$ cat src/rtl/actor_fire_pkg.sv
package actor_fire_pkg;

    typedef enum logic {
        ST_IDLE = 1'b0,
        ST_BUSY = 1'b1
    } seq_state_e;

    typedef struct packed {
        logic inputs_ok;
        logic outputs_ok;
        logic terminal;
    } gate_flags_t;

    function automatic int unsigned mode_bits(input int unsigned n_modes);
        return (n_modes > 1) ? $clog2(n_modes) : 1;
    endfunction

    function automatic int unsigned max_w(input int unsigned a, input int unsigned b);
        return (a > b) ? a : b;
    endfunction

endpackage

$ cat src/rtl/afc_rate_lookup.sv
module afc_rate_lookup #(
    parameter int unsigned NUM_MODES = 4,
    parameter int unsigned NUM_EDGES = 2,
    parameter int unsigned RATE_W    = 4,
    parameter int unsigned MODE_W    = 2,
    parameter logic [NUM_MODES*NUM_EDGES*RATE_W-1:0] TABLE = '0
) (
    input  logic [MODE_W-1:0]             mode,
    output logic [NUM_EDGES*RATE_W-1:0]   rates
);
    localparam int unsigned ROW_W = NUM_EDGES * RATE_W;

    always_comb begin
        rates = '0;
        for (int m = 0; m < NUM_MODES; m++) begin
            if (mode == MODE_W'(m)) begin
                rates = TABLE[m*ROW_W +: ROW_W];
            end
        end
    end
endmodule

$ cat src/rtl/afc_in_gate.sv
module afc_in_gate #(
    parameter int unsigned NUM_EDGES = 2,
    parameter int unsigned CNT_W     = 6,
    parameter int unsigned RATE_W    = 4
) (
    input  logic [NUM_EDGES*CNT_W-1:0]  pop,
    input  logic [NUM_EDGES*RATE_W-1:0] need,
    output logic                        ok
);
    localparam int unsigned CMP_W = actor_fire_pkg::max_w(CNT_W, RATE_W) + 1;

    logic [NUM_EDGES-1:0] edge_ok;

    for (genvar e = 0; e < NUM_EDGES; e++) begin : g_edge
        logic [CMP_W-1:0] have_w;
        logic [CMP_W-1:0] need_w;
        assign have_w     = CMP_W'(pop[e*CNT_W +: CNT_W]);
        assign need_w     = CMP_W'(need[e*RATE_W +: RATE_W]);
        assign edge_ok[e] = (have_w >= need_w);
    end

    assign ok = &edge_ok;
endmodule

$ cat src/rtl/afc_out_gate.sv
module afc_out_gate #(
    parameter int unsigned NUM_EDGES = 1,
    parameter int unsigned CNT_W     = 6,
    parameter int unsigned RATE_W    = 4
) (
    input  logic [NUM_EDGES*CNT_W-1:0]  pop,
    input  logic [NUM_EDGES*CNT_W-1:0]  cap,
    input  logic [NUM_EDGES*RATE_W-1:0] add,
    output logic                        ok
);
    localparam int unsigned SUM_W = actor_fire_pkg::max_w(CNT_W, RATE_W) + 1;

    logic [NUM_EDGES-1:0] edge_ok;

    for (genvar e = 0; e < NUM_EDGES; e++) begin : g_edge
        logic [SUM_W-1:0] after_w;
        logic [SUM_W-1:0] cap_w;
        assign after_w    = SUM_W'(pop[e*CNT_W +: CNT_W]) + SUM_W'(add[e*RATE_W +: RATE_W]);
        assign cap_w      = SUM_W'(cap[e*CNT_W +: CNT_W]);
        assign edge_ok[e] = (after_w <= cap_w);
    end

    assign ok = &edge_ok;
endmodule

$ cat src/rtl/afc_sequencer.sv
module afc_sequencer
    import actor_fire_pkg::*;
#(
    parameter int unsigned MODE_W    = 2,
    parameter int unsigned INIT_MODE = 0
) (
    input  logic              clk,
    input  logic              rst,
    input  logic              mode_rst,
    input  logic              go,
    input  logic              done,
    input  logic [MODE_W-1:0] next_mode,
    output logic              fire,
    output logic              busy,
    output logic [MODE_W-1:0] cur_mode
);
    localparam logic [MODE_W-1:0] START = MODE_W'(INIT_MODE);

    seq_state_e  st;
    logic        drop_ret;

    assign fire = (st == ST_IDLE) && go && !mode_rst && !rst;
    assign busy = (st == ST_BUSY);

    always_ff @(posedge clk) begin
        if (rst) begin
            st       <= ST_IDLE;
            drop_ret <= 1'b0;
            cur_mode <= START;
        end else begin
            unique case (st)
                ST_IDLE: begin
                    if (fire) begin
                        st <= ST_BUSY;
                    end
                end
                ST_BUSY: begin
                    if (done) begin
                        st       <= ST_IDLE;
                        drop_ret <= 1'b0;
                        if (!mode_rst && !drop_ret) begin
                            cur_mode <= next_mode;
                        end
                    end else if (mode_rst) begin
                        drop_ret <= 1'b1;
                    end
                end
                default: st <= ST_IDLE;
            endcase
            if (mode_rst) begin
                cur_mode <= START;
            end
        end
    end
endmodule

$ cat src/rtl/actor_fire_ctrl.sv
module actor_fire_ctrl
    import actor_fire_pkg::*;
#(
    parameter int unsigned NUM_MODES = 4,
    parameter int unsigned NUM_IN    = 2,
    parameter int unsigned NUM_OUT   = 1,
    parameter int unsigned CNT_W     = 6,
    parameter int unsigned RATE_W    = 4,
    parameter int unsigned MODE_W    = actor_fire_pkg::mode_bits(NUM_MODES),
    parameter int unsigned INIT_MODE = 0,
    parameter logic [NUM_MODES-1:0] TERM_MASK = 4'b1000,
    parameter logic [NUM_MODES*NUM_IN*RATE_W-1:0]  CONS_TABLE = 32'h0011_2001,
    parameter logic [NUM_MODES*NUM_OUT*RATE_W-1:0] PROD_TABLE = 16'h0310
) (
    input  logic                     clk,
    input  logic                     rst,
    input  logic                     mode_rst,
    input  logic [NUM_IN*CNT_W-1:0]  in_pop,
    input  logic [NUM_OUT*CNT_W-1:0] out_pop,
    input  logic [NUM_OUT*CNT_W-1:0] out_cap,
    input  logic                     done,
    input  logic [MODE_W-1:0]        next_mode,
    output logic                     fire,
    output logic                     ready,
    output logic                     busy,
    output logic [MODE_W-1:0]        cur_mode
);
    localparam int unsigned MODE_SPACE = 1 << MODE_W;

    logic [NUM_IN*RATE_W-1:0]  need_rates;
    logic [NUM_OUT*RATE_W-1:0] add_rates;
    gate_flags_t               flags;

    afc_rate_lookup #(
        .NUM_MODES(NUM_MODES), .NUM_EDGES(NUM_IN), .RATE_W(RATE_W),
        .MODE_W(MODE_W), .TABLE(CONS_TABLE)
    ) u_cons (
        .mode(cur_mode), .rates(need_rates)
    );

    afc_rate_lookup #(
        .NUM_MODES(NUM_MODES), .NUM_EDGES(NUM_OUT), .RATE_W(RATE_W),
        .MODE_W(MODE_W), .TABLE(PROD_TABLE)
    ) u_prod (
        .mode(cur_mode), .rates(add_rates)
    );

    afc_in_gate #(
        .NUM_EDGES(NUM_IN), .CNT_W(CNT_W), .RATE_W(RATE_W)
    ) u_in_gate (
        .pop(in_pop), .need(need_rates), .ok(flags.inputs_ok)
    );

    afc_out_gate #(
        .NUM_EDGES(NUM_OUT), .CNT_W(CNT_W), .RATE_W(RATE_W)
    ) u_out_gate (
        .pop(out_pop), .cap(out_cap), .add(add_rates), .ok(flags.outputs_ok)
    );

    if (MODE_SPACE > NUM_MODES) begin : g_term_guarded
        always_comb begin
            flags.terminal = 1'b1;
            for (int m = 0; m < NUM_MODES; m++) begin
                if (cur_mode == MODE_W'(m)) begin
                    flags.terminal = TERM_MASK[m];
                end
            end
        end
    end else begin : g_term_direct
        assign flags.terminal = TERM_MASK[cur_mode];
    end

    assign ready = flags.inputs_ok && flags.outputs_ok && !flags.terminal;

    afc_sequencer #(
        .MODE_W(MODE_W), .INIT_MODE(INIT_MODE)
    ) u_seq (
        .clk(clk), .rst(rst), .mode_rst(mode_rst), .go(ready),
        .done(done), .next_mode(next_mode),
        .fire(fire), .busy(busy), .cur_mode(cur_mode)
    );
endmodule

$ cat config.mk
export PLATFORM = sky130hd
export DESIGN_NAME = actor_fire_ctrl
export DESIGN_NICKNAME = d
export VERILOG_FILES = /design/src/rtl/actor_fire_pkg.sv /design/src/rtl/afc_rate_lookup.sv /design/src/rtl/afc_in_gate.sv /design/src/rtl/afc_out_gate.sv /design/src/rtl/afc_sequencer.sv /design/src/rtl/actor_fire_ctrl.sv
export SDC_FILE = /design/constraint.sdc
export NUM_CORES = 1
export LEC_CHECK = 0
export ABC_AREA = 0
export BUFFER_PORTS_ARGS = -buffer_cell sky130_fd_sc_hd__buf_2
export CORE_MARGIN = 2
export CORE_UTILIZATION = 45
export CTS_CLUSTER_SIZE = 40
export DETAILED_ROUTE_END_ITERATION = 10
export PLACE_DENSITY = 0.84
export SLEW_MARGIN = 20
export SYNTH_ARGS = -nofsm -noshare
export SYNTH_HDL_FRONTEND = slang
export SYNTH_SLANG_ARGS = --single-unit
$ cat constraint.sdc
create_clock -name clk -period 7.25 [get_ports clk]
set_input_delay 0.3625 -clock clk [delete_from_list [all_inputs] [get_ports clk]]
set_output_delay 0.3625 -clock clk [all_outputs]
set_load 0.05 [all_outputs]
==> results of run 1 <==
==> state kept, by name (all words and copies together) (netlist names) <==
signal and count:
u_seq.cur_mode 2, u_seq.busy 1, u_seq.drop_ret 1
==> layout by cell type (no fill, tap or decap), drive strengths merged, types with 2 or more instances in the layout <==
cell type / count
mux2i: 2
nand4: 2
inv: 11
a21o: 2
ha: 15
a21oi: 4
nand3: 2
dfxtp: 4
o21ai: 2
clkbuf: 3
nor3: 4
xor2: 4
nand3b: 2
nand2: 3
a21boi: 2
buf: 34
nor2: 5
==> cell families after synthesis <==
logic type,share of synthesized area
AO/OA/AOI/OAI,0.162
adder cells (fa/ha/maj),0.304
flip-flops,0.130
AND/OR/NAND/NOR,0.233
XOR/XNOR,0.0710
multiplexers,0.0325
buffers and inverters,0.0669
==> per-layer routing <==
metal / global-route usage / routed length, um
met3: 0.0815 / 101
met1: 0.210 / 577
met2: 0.293 / 681
met4: 0.0917 / 15
met5: 0 / 0
==> metrics by stage <==
| step | setup slack [ns] | std cells | area (um^2) | util |
|---|---|---|---|---|
| after floorplan | 3.53 | 76 | 617 | - |
| after global placement | 4.05 | 125 | 806 | 0.627 |
| after detailed placement | 3.97 | 125 | 806 | 0.627 |
| after CTS | 3.70 | 128 | 828 | 0.645 |
| after global routing | 3.42 | 128 | 828 | 0.645 |
| final | 3.70 | 128 | 828 | 0.645 |
==> final cells by class <==
| cell class | count | area (um^2) | area share |
|---|---|---|---|
| inverters | 11 | 41.3 | 0.0498 |
| flip-flops and latches | 4 | 80.1 | 0.0967 |
| repair buffers | 34 | 170 | 0.205 |
| clock buffers | 3 | 22.5 | 0.0272 |
| well taps | 15 | 18.8 | 0.0227 |
| multi-input cells | 61 | 495 | 0.598 |
==> worst max-delay path: stages, from the launching register on <==
cell and delay, ns:
dfxtp_1 0.38, inv_1 0.10, ha_1 0.31, ha_1 0.21, ha_1 0.20, a21oi_1 0.24, nor2_1 0.10, xor2_1 0.15
ha_1 0.29, and3_1 0.18, nand4_1 0.08, a21boi_0 0.40, nor2_1 0.09, buf_2 0.23
==> power groups by stage <==
stage	combinational, W	sequential, W	clock [W]
after floorplan	0.0000171	0.0000264	0
after global placement	0.0000321	0.0000244	0
after detailed placement	0.0000330	0.0000245	0
after CTS	0.0000331	0.0000241	0.0000289
after global routing	0.0000366	0.0000243	0.0000314
final	0.0000330	0.0000242	0.0000277
==> how the worst max path moves through the flow <==
stage	start	endpoint	slack, ns	cells after the start
after floorplan	u_seq.cur_mode[0]	fire	3.53	12
after global placement	u_seq.cur_mode[0]	ready	4.05	13
after detailed placement	u_seq.cur_mode[1]	ready	3.97	13
after CTS	u_seq.cur_mode[0]	fire	3.70	13
after global routing	u_seq.cur_mode[1]	ready	3.42	13
final	u_seq.cur_mode[0]	ready	3.70	13
==> summary.md, run 1 <==
| Metric | Value |
|---|---|
| Nets@finish | `160` |
| Hold path startpoint | `done` |
| CP max FO | `5` |
| Status | `complete, no violations` |
| RSZ-0062 raised after global routing | `false` |
| Internal Power | `0.0000562 W` |
| Area share of the largest cell type after synthesis | `0.304` |
| Post-synthesis register bit count | `4` |
| Fill cells | `115` |
| Critical R2R Launch | `u_seq.cur_mode[0]` |
| Rows | `13` |
| Layout cells sized above 1 | `0.354` |
| Drt first pass iters | `2` |
| Post-synthesis cell area | `617 um^2` |
| Clock skew | `0.00384 ns` |
| Final max-slew violation count | `0` |
| Clock power frac | `0.327` |
| Routed WL | `1.38 mm` |
| Final Hold Vio Count | `0` |
| Fin crit period | `3.55 ns` |
| CTS H-tree depth | `1` |
| CTS tree | `built` |
| Fin crit share | `0.490` |
| Setup TNS | `0 ns` |
| # clock sinks | `4` |
| Die W | `41.0 um` |
| Total Power | `0.0000849 W` |
| ANT nets after route | `0` |
| Number of endpoints failing setup at the final stage | `0` |
| Hold buffer count at CTS | `0` |
| Setup CP Type | `flop to output port` |
| Gate power share | `0.388` |
| Mapped Cells | `76` |
| Leak pwr | `0.454 nW` |
| Sequential fraction of the synthesis area | `0.130` |
| Switching share of power | `0.338` |
| Initial drt markers | `6` |
| # diodes | `0` |
| Max Cap Viol | `0` |
| Slew @ Worst Pin | `0.454 ns` |
| Initial antenna violation count | `0` |
| Most used DFF post-synth | `dfxtp_1` |
| Largest net degree at the start of global routing | `7` |
| R2R Path End | `u_seq.busy` |
| Die area | `0.00168 mm^2` |
| Drt wl/cell | `10.7 um` |
| Cell Pwr Density | `102 mW/mm^2` |
| PostCTS Resize Cnt | `0` |
| Hold Slack | `0.337 ns` |
| Net Switching | `0.0000287 W` |
| FF-to-FF path depth | `12` |
| Worst Hold Path Cells | `2` |
| Vias per inst | `5.12` |
| CP arrival | `3.19 ns` |
| Clock slew at reported path FFs | `0.04 ns` |
| Reg power frac | `0.285` |
| Worst endpoint required time | `6.89 ns` |
| CP Launch Type | `flop` |
| Clk buf depth | `2` |
| Worst-Skew Late Latency | `0.24 ns` |
| Final Wtd Congestion | `0.737` |
| Peak VDD IR | `0.0748 mV` |
| Number of synthesized flops with an enable pin | `0` |
| Hold crit path type | `input port to flop` |
| Most frequent cell after synthesis | `ha_1` |
| R2R setup slack | `4.34 ns` |
| Post-synth ARST share | `0` |
| Via Count | `655` |
| Area grow syn2layout | `34.3%` |
| First-pass GRT wire length | `1.98 mm` |
| DRC | `0` |
| Post-CTS Setup Inserts | `0` |
| Syn_area_per_cell | `8.12 um^2` |
| Ranking of synthesized cells by area | `ha_1, dfxtp_1, inv_1, xor2_1, a21oi_1` |
| Core region area | `0.00128 mm^2` |
| Crit end category | `output port` |
| Post-detail-place hpwl | `1.24 mm` |
| Yosys cell types | `28` |
| Synth warn | `0` |
| Mapped Nets | `121` |
| Vias in the first global route | `558` |
| Total global-route track usage | `0.186` |
| Area leader, netlist | `ha_1` |
| Clk root buf | `clkbuf_4` |
| Fmax | `281 MHz` |
| Starting Density | `0.480` |
| Top Ports | `35` |
| Slew HR | `0.694` |
| Port bufs | `34` |
| Hold endpoint | `u_seq.drop_ret` |
| Grt total ovfl | `0` |
| Total CTS buffers | `3` |
| Commonest cells post-synth | `ha_1, inv_1, nor2_1` |
| Die Y | `41.0 um` |
(Power assumes the default switching activity.)
==> run 2: changes to the inputs <==
--- a/config.mk
+++ b/config.mk
@@ -8,10 +8,10 @@
 export ABC_AREA = 0
 export BUFFER_PORTS_ARGS = -buffer_cell sky130_fd_sc_hd__buf_2
 export CORE_MARGIN = 2
-export CORE_UTILIZATION = 45
+export CORE_UTILIZATION = 38
 export CTS_CLUSTER_SIZE = 40
 export DETAILED_ROUTE_END_ITERATION = 10
-export PLACE_DENSITY = 0.84
+export PLACE_DENSITY = 0.75
 export SLEW_MARGIN = 20
 export SYNTH_ARGS = -nofsm -noshare
 export SYNTH_HDL_FRONTEND = slang
==> constraint.sdc (replaced) <==
create_clock -name clk -period 3.03 [get_ports clk]
set_input_delay 0.1515 -clock clk [delete_from_list [all_inputs] [get_ports clk]]
set_output_delay 0.1515 -clock clk [all_outputs]
set_load 0.05 [all_outputs]
==> run 2 against run 1 <==
Compared with the run above: core utilization down 2.5 points; first-iteration DRC count increased by 67%; power increased to 2.6 times the previous value; global-route usage decreased by 3.4 points; critical path depth unchanged; non-clock buffer count rose by 4; sequential share of layout area shrank 0.55 points; sequential cell count stayed put; wire length up 11%; via count up 2.6%; clock-buffer cell count unchanged.
==> summary.md, run 2 (synthesis results as in run 1) <==
| Metric | Value |
|---|---|
| Nets@finish | `164 (+2.5%)` |
| Fin crit period | `2.94 ns` |
| Rows | `14 (+1)` |
| Cell Pwr Density | `239 mW/mm^2 (+130%)` |
| Largest net degree at the start of global routing | `7 (unchanged)` |
| Fin crit share | `0.970` |
| Total CTS buffers | `3 (unchanged)` |
| Area grow syn2layout | `51.3%` |
| FF-to-FF path depth | `12 (unchanged)` |
| Fill cells | `136 (+18%)` |
| Top Ports | `35 (unchanged)` |
| Levels on crit path | `13 (unchanged)` |
| Final max-slew violation count | `0 (unchanged)` |
| Reg power frac | `0.258 (-0.027)` |
| Post-detail-place hpwl | `1.20 mm (-3.2%)` |
| Most Frequent Cell on Critical Path | `ha_1` |
| Clock power frac | `0.296 (-0.031)` |
| Initial antenna violation count | `0 (unchanged)` |
| Total global-route track usage | `0.152 (-0.0337)` |
| Drt wl/cell | `11.5 um (+6.7%)` |
| GR Layer Usage met3 | `0.0531 (-0.0285)` |
| Clk root buf | `clkbuf_4` |
| Global Route met1 Usage | `0.180 (-0.0299)` |
| Core region area | `0.00151 mm^2 (+17%)` |
| Via Count | `672 (+2.6%)` |
| Leading cell type in the layout, fill and taps excluded | `buf_2` |
| Die W | `44.3 um (+8.0%)` |
| Vias per inst | `5.05 (-1.3%)` |
| Setup CP Type | `flop to output port` |
| Slew @ Worst Pin | `0.344 ns (-0.111 ns)` |
| Vias in the first global route | `612 (+9.7%)` |
| Initial drt markers | `10 (+4)` |
| Final std cells w/o fill | `133 (+3.9%)` |
| Drt first pass iters | `4 (+2)` |
| Fmax | `340 MHz` |
| Leak pwr | `0.496 nW (+9.2%)` |
| Number of endpoints failing setup at the final stage | `0 (unchanged)` |
| Worst Hold Path Cells | `2 (unchanged)` |
| Cells after DPL | `128 (+2.4%)` |
| Crit end category | `output port` |
| Max Cap Viol | `0 (unchanged)` |
| Register with the most flip-flops | `u_seq.cur_mode` |
| DRC | `0 (unchanged)` |
| Post-layout util | `0.620 (-0.0250)` |
| Internal Power | `0.000146 W (+160%)` |
| Layer with the highest usage | `met2` |
| Clock skew | `0.00250 ns (-0.00134 ns)` |
| First-pass GRT wire length | `2.28 mm (+15%)` |
| Final Hold Vio Count | `0 (unchanged)` |
| Hold crit path type | `input port to flop` |
| Commonest cells after routing, fill and taps aside | `buf_2, ha_1, inv_1` |
| Clk buf depth | `2 (unchanged)` |
| Slew HR | `0.769 (+0.0749)` |
| Hold buffer count at CTS | `0 (unchanged)` |
| ANT nets after route | `0 (unchanged)` |
| CTS tree | `built` |
| CP max FO | `5 (unchanged)` |
| CP Cell Sequence | `inv_2 > ha_1 > ha_2 > nor2b_1 > o21ai_1 > a21oi_1 > xor2_1 > ha_1 > and3_4 > nand4_1 > a21boi_4 > nor2_4 > buf_6` |
| Die area | `0.00196 mm^2 (+17%)` |
| CP Launch Type | `flop` |
| Worst-Skew Late Latency | `0.24 ns (about the same)` |
| Layout cells sized above 1 | `0.479 (+0.125)` |
| Status | `complete, no violations` |
| Net Switching | `0.0000766 W (+170%)` |
| # clock sinks | `4 (unchanged)` |
| Max incr delay on CP | `0.35 ns (-0.05 ns)` |
| GR Util met2 | `0.265 (-0.0283)` |
| Switching share of power | `0.344 (+0.00587)` |
| # diodes | `0 (unchanged)` |
| Worst endpoint required time | `2.88 ns (-4.01 ns)` |
| Delay-heaviest family, CP | `adder cells` |
| CP arrival | `2.79 ns (-0.40 ns)` |
| Routed WL | `1.52 mm (+11%)` |
| Gate power share | `0.446 (+0.058)` |
| Slowest stage cell, crit path | `dfxtp_2` |
| Clock slew at reported path FFs | `0.04 ns (about the same)` |
| Die Y | `44.3 um (+8.0%)` |
| Grt total ovfl | `0 (unchanged)` |
| Max FFs per register | `2 (unchanged)` |
| Peak VDD IR | `0.240 mV (+220%)` |
| Starting Density | `0.409 (-0.0706)` |
| Port bufs | `34 (unchanged)` |
| Sequential standard cell area | `85.1 um^2 (+6.2%)` |
| Multi-input combinational cell area | `548 um^2 (+11%)` |
| CTS H-tree depth | `1 (unchanged)` |
| Critical path buffers and inverters | `2 (unchanged)` |
| Final Wtd Congestion | `0.753 (+2.2%)` |
==> run 2: metal layers <==
metal | wire [um] | vias up
li1 | - | 353
met1 | 678 | 296
met2 | 734 | 23
met3 | 111 | 0
met4 | 0 | 0
met5 | 0 | -
==> run 2: cell type report <==
class | count | share of cell area
multi-input cells | 61 | 0.587
repair buffers | 38 | 0.232
flip-flops and latches | 4 | 0.0912
inverters | 11 | 0.0442
clock buffers | 3 | 0.0241
well taps | 16 | 0.0214
==> run 2: metrics by stage <==
| stage | cell area, um^2 | setup TNS [ns] | setup WS (ns) | hold slack, ns | power (W) |
|---|---|---|---|---|---|
| 3_3_place_gp | 840 | 0 | 0.113 | 0.362 | 0.000143 |
| 6_report | 933 | 0 | 0.0907 | 0.131 | 0.000223 |
| 2_1_floorplan | 634 | 0 | 0.0195 | 0.221 | 0.000109 |
| 5_1_grt | 933 | -0.0529 | -0.0283 | 0.125 | 0.000240 |
| 3_5_place_dp | 840 | 0 | 0.0536 | 0.375 | 0.000145 |
| 4_1_cts | 881 | 0 | 0.0160 | 0.127 | 0.000216 |
==> run 2: repair_timing <==
item                                    in CTS  in global routing
gates resized for setup                      8                 10
pin swaps                                    1                  9
buffers inserted                             0                  3
endpoints found under the setup margin       2                  2
==> run 2: final timing paths <==
| check | start | to | slack, ns |
|---|---|---|---|
| worst min register to register | u_seq.cur_mode[0] | u_seq.cur_mode[0] | 0.56 |
| worst max register to register | u_seq.cur_mode[0] | u_seq.busy | 0.45 |
| worst max-delay path | u_seq.cur_mode[0] | ready | 0.09 |
| worst min-delay path | done | u_seq.drop_ret | 0.13 |
==> run 2: power by group through the flow <==
| stage | combinational, W | sequential, W | clock [W] |
|---|---|---|---|
| 3_5_place_dp | 0.0000858 | 0.0000588 | 0 |
| 2_1_floorplan | 0.0000456 | 0.0000632 | 0 |
| 4_1_cts | 0.0000907 | 0.0000581 | 0.0000676 |
| 3_3_place_gp | 0.0000840 | 0.0000585 | 0 |
| 5_1_grt | 0.000108 | 0.0000576 | 0.0000741 |
| 6_report | 0.0000992 | 0.0000574 | 0.0000660 |
==> run 3: changes to the inputs <==
--- a/config.mk
+++ b/config.mk
@@ -7,8 +7,11 @@
 export LEC_CHECK = 0
 export ABC_AREA = 0
 export BUFFER_PORTS_ARGS = -buffer_cell sky130_fd_sc_hd__buf_2
-export CORE_MARGIN = 2
-export CORE_UTILIZATION = 38
+export CELL_PAD_IN_SITES_DETAIL_PLACEMENT = 1
+export CELL_PAD_IN_SITES_GLOBAL_PLACEMENT = 2
+export CORE_ASPECT_RATIO = 0.75
+export CORE_MARGIN = 1.5
+export CORE_UTILIZATION = 20
 export CTS_CLUSTER_SIZE = 40
 export DETAILED_ROUTE_END_ITERATION = 10
 export PLACE_DENSITY = 0.75
==> run 3 against run 2 <==
Compared with the run above: sequential cell count is the same; hold slack gained 0.023 ns; first-iteration DRC count grew 70%; clock power grew 73%; wire length grew 23%; die area grew 75%; fmax grew 1.6%; sequential share of layout area shrank 0.39 points; largest cell class unchanged.
==> summary.md, run 3 (synthesis results as in run 1) <==
| Metric | Value |
|---|---|
| Number of endpoints failing setup at the final stage | `0 (unchanged)` |
| First-pass GRT wire length | `2.99 mm (+31%)` |
| Vias per inst | `4.43 (-12%)` |
| Drt wl/cell | `12.1 um (+5.9%)` |
| Core region area | `0.00294 mm^2 (+95%)` |
| Crit end category | `output port` |
| Total Power | `0.000271 W (+22%)` |
| Top Ports | `35 (unchanged)` |
| FF-to-FF path depth | `13 (+1)` |
| Slew @ Worst Pin | `0.422 ns (+0.0788 ns)` |
| Max incr delay on CP | `0.36 ns (about the same)` |
| Clk root buf | `clkbuf_8` |
| Clock slew at reported path FFs | `0.03 ns (about the same)` |
| WL met1 | `835 um (+23%)` |
| CP arrival | `2.74 ns (-0.05 ns)` |
| Via Count | `682 (+1.5%)` |
| Status | `complete, no violations` |
| Register with the most flip-flops | `u_seq.cur_mode` |
| Die area | `0.00343 mm^2 (+75%)` |
| Post-layout util | `0.332 (-0.288)` |
| Met2 WL | `922 um (+26%)` |
| Max Cap Viol | `0 (unchanged)` |
| Routed WL | `1.87 mm (+23%)` |
| Leading cell type in the layout, fill and taps excluded | `buf_2` |
| Port bufs | `34 (unchanged)` |
| CP Launch Type | `flop` |
| Cell Pwr Density | `278 mW/mm^2 (+17%)` |
| Rows | `17 (+3)` |
| Setup TNS | `0 ns (unchanged)` |
| Slew HR | `0.716 (-0.0529)` |
| Vias in the first global route | `694 (+13%)` |
| WL met3 | `100 um (-9.9%)` |
| Nets@finish | `163 (-0.61%)` |
| Layout cells sized above 1 | `0.483 (+0.00413)` |
| # diodes | `0 (unchanged)` |
| Die Y | `51.1 um (+15%)` |
| Leak pwr | `0.491 nW (-0.91%)` |
| Max FFs per register | `2 (unchanged)` |
| Commonest cells after routing, fill and taps aside | `buf_2, ha_1, inv_1, xor2_1, nor3_1` |
| Multi-input combinational cell area | `551 um^2 (+0.46%)` |
| CP Cell Sequence | `inv_1 > ha_1 > ha_2 > ha_2 > a21oi_2 > nor2_1 > xor2_1 > ha_1 > a21o_1 > a21oi_2 > a21boi_4 > nor2_4 > buf_8` |
| Die W | `67.1 um (+52%)` |
| Final Hold Vio Count | `0 (unchanged)` |
| CTS tree | `built` |
| DRC | `0 (unchanged)` |
| Initial drt markers | `17 (+7)` |
| Total CTS buffers | `3 (unchanged)` |
| Hold buffer count at CTS | `0 (unchanged)` |
| Total global-route track usage | `0.116 (-0.0355)` |
| Slowest stage cell, crit path | `dfxtp_4` |
| CTS H-tree depth | `1 (unchanged)` |
| Grt total ovfl | `0 (unchanged)` |
| Largest net degree at the start of global routing | `7 (unchanged)` |
| Final std cells w/o fill | `154 (+16%)` |
| Sequential standard cell area | `85.1 um^2 (unchanged)` |
| Fmax | `346 MHz (+1.6%)` |
| Setup CP Type | `flop to output port` |
| Drt first pass iters | `2 (-2)` |
| Fin crit period | `2.89 ns (-0.0457 ns)` |
| Starting Density | `0.210 (-0.199)` |
| Final Wtd Congestion | `0.707 (-6.0%)` |
| Worst endpoint required time | `2.88 ns (about the same)` |
| Clock skew | `0.00167 ns (-0.000826 ns)` |
| Fin crit share | `0.955 (-0.0151)` |
| Peak VDD IR | `0.109 mV (-54%)` |
| ANT nets after route | `0 (unchanged)` |
| Clk buf depth | `2 (unchanged)` |
| Area grow syn2layout | `58.0%` |
| CP max FO | `6 (+1)` |
| Initial antenna violation count | `0 (unchanged)` |
| Worst Hold Path Cells | `2 (unchanged)` |
| Hold Slack | `0.153 ns (+0.0227 ns)` |
| Cells after DPL | `150 (+17%)` |
| Uppermost routed layer | `met4` |
| Worst-Skew Late Latency | `0.22 ns (-0.02 ns)` |
| Hold crit path type | `input port to flop` |
| Post-detail-place hpwl | `1.57 mm (+31%)` |
| Final max-slew violation count | `0 (unchanged)` |
| Fill cells | `363 (+170%)` |
| # clock sinks | `4 (unchanged)` |
==> run 3: cell count changes in the layout (fill, tap and decap cells not counted), sizes merged <==
cell,previous run,this run
buf,38,37
==> run 3: through the flow <==
step	setup WS (ns)	cell area, um^2
floorplan	0.0195	634
global placement	0.116	867
detailed placement	0.0509	867
CTS	0.0115	938
global route	-0.00307	975
finish	0.136	975
==> run 3: worst max-delay path: cells and delay by family (launching register included) <==
family	cells	cell delay (ns)
xor+xnor	1	0.14
fa+ha+maj	4	0.97
compound gates	4	0.62
simple gates	2	0.20
flops	1	0.36
buf+inv	2	0.21
==> run 3: per-layer routing <==
layer,vias to the layer above,global-route usage
li1,349,-
met1,317,0.138
met5,-,0
met2,14,0.210
met4,0,0.0204
met3,2,0.0330
==> run 3: final timing paths <==
kind / start / end / slack (ns)
hold / removal: done / u_seq.drop_ret / 0.15
setup reg to reg: u_seq.cur_mode[1] / u_seq.busy / 0.39
hold reg to reg: u_seq.drop_ret / u_seq.drop_ret / 0.52
setup / recovery: u_seq.cur_mode[1] / fire / 0.14
==> run 3: layout make-up <==
class,instances,share of cell area
repair buffers,37,0.214
well taps,38,0.0488
flip-flops and latches,4,0.0873
clock buffers,3,0.0424
inverters,11,0.0424
multi-input cells,61,0.565
==> run 3: report_power, final <==
group          switching (W)  internal (W)  leakage (nW)
Clock              0.0000292     0.0000848        0.0216
Sequential        0.00000254     0.0000545        0.0338
Combinational      0.0000532     0.0000470         0.436
==> run 3: timing repair <==
action,4_1_cts,5_1_grt
setup endpoints to repair,2,2
pin swaps,0,4
setup buffers,1,1
gates resized for setup,8,11
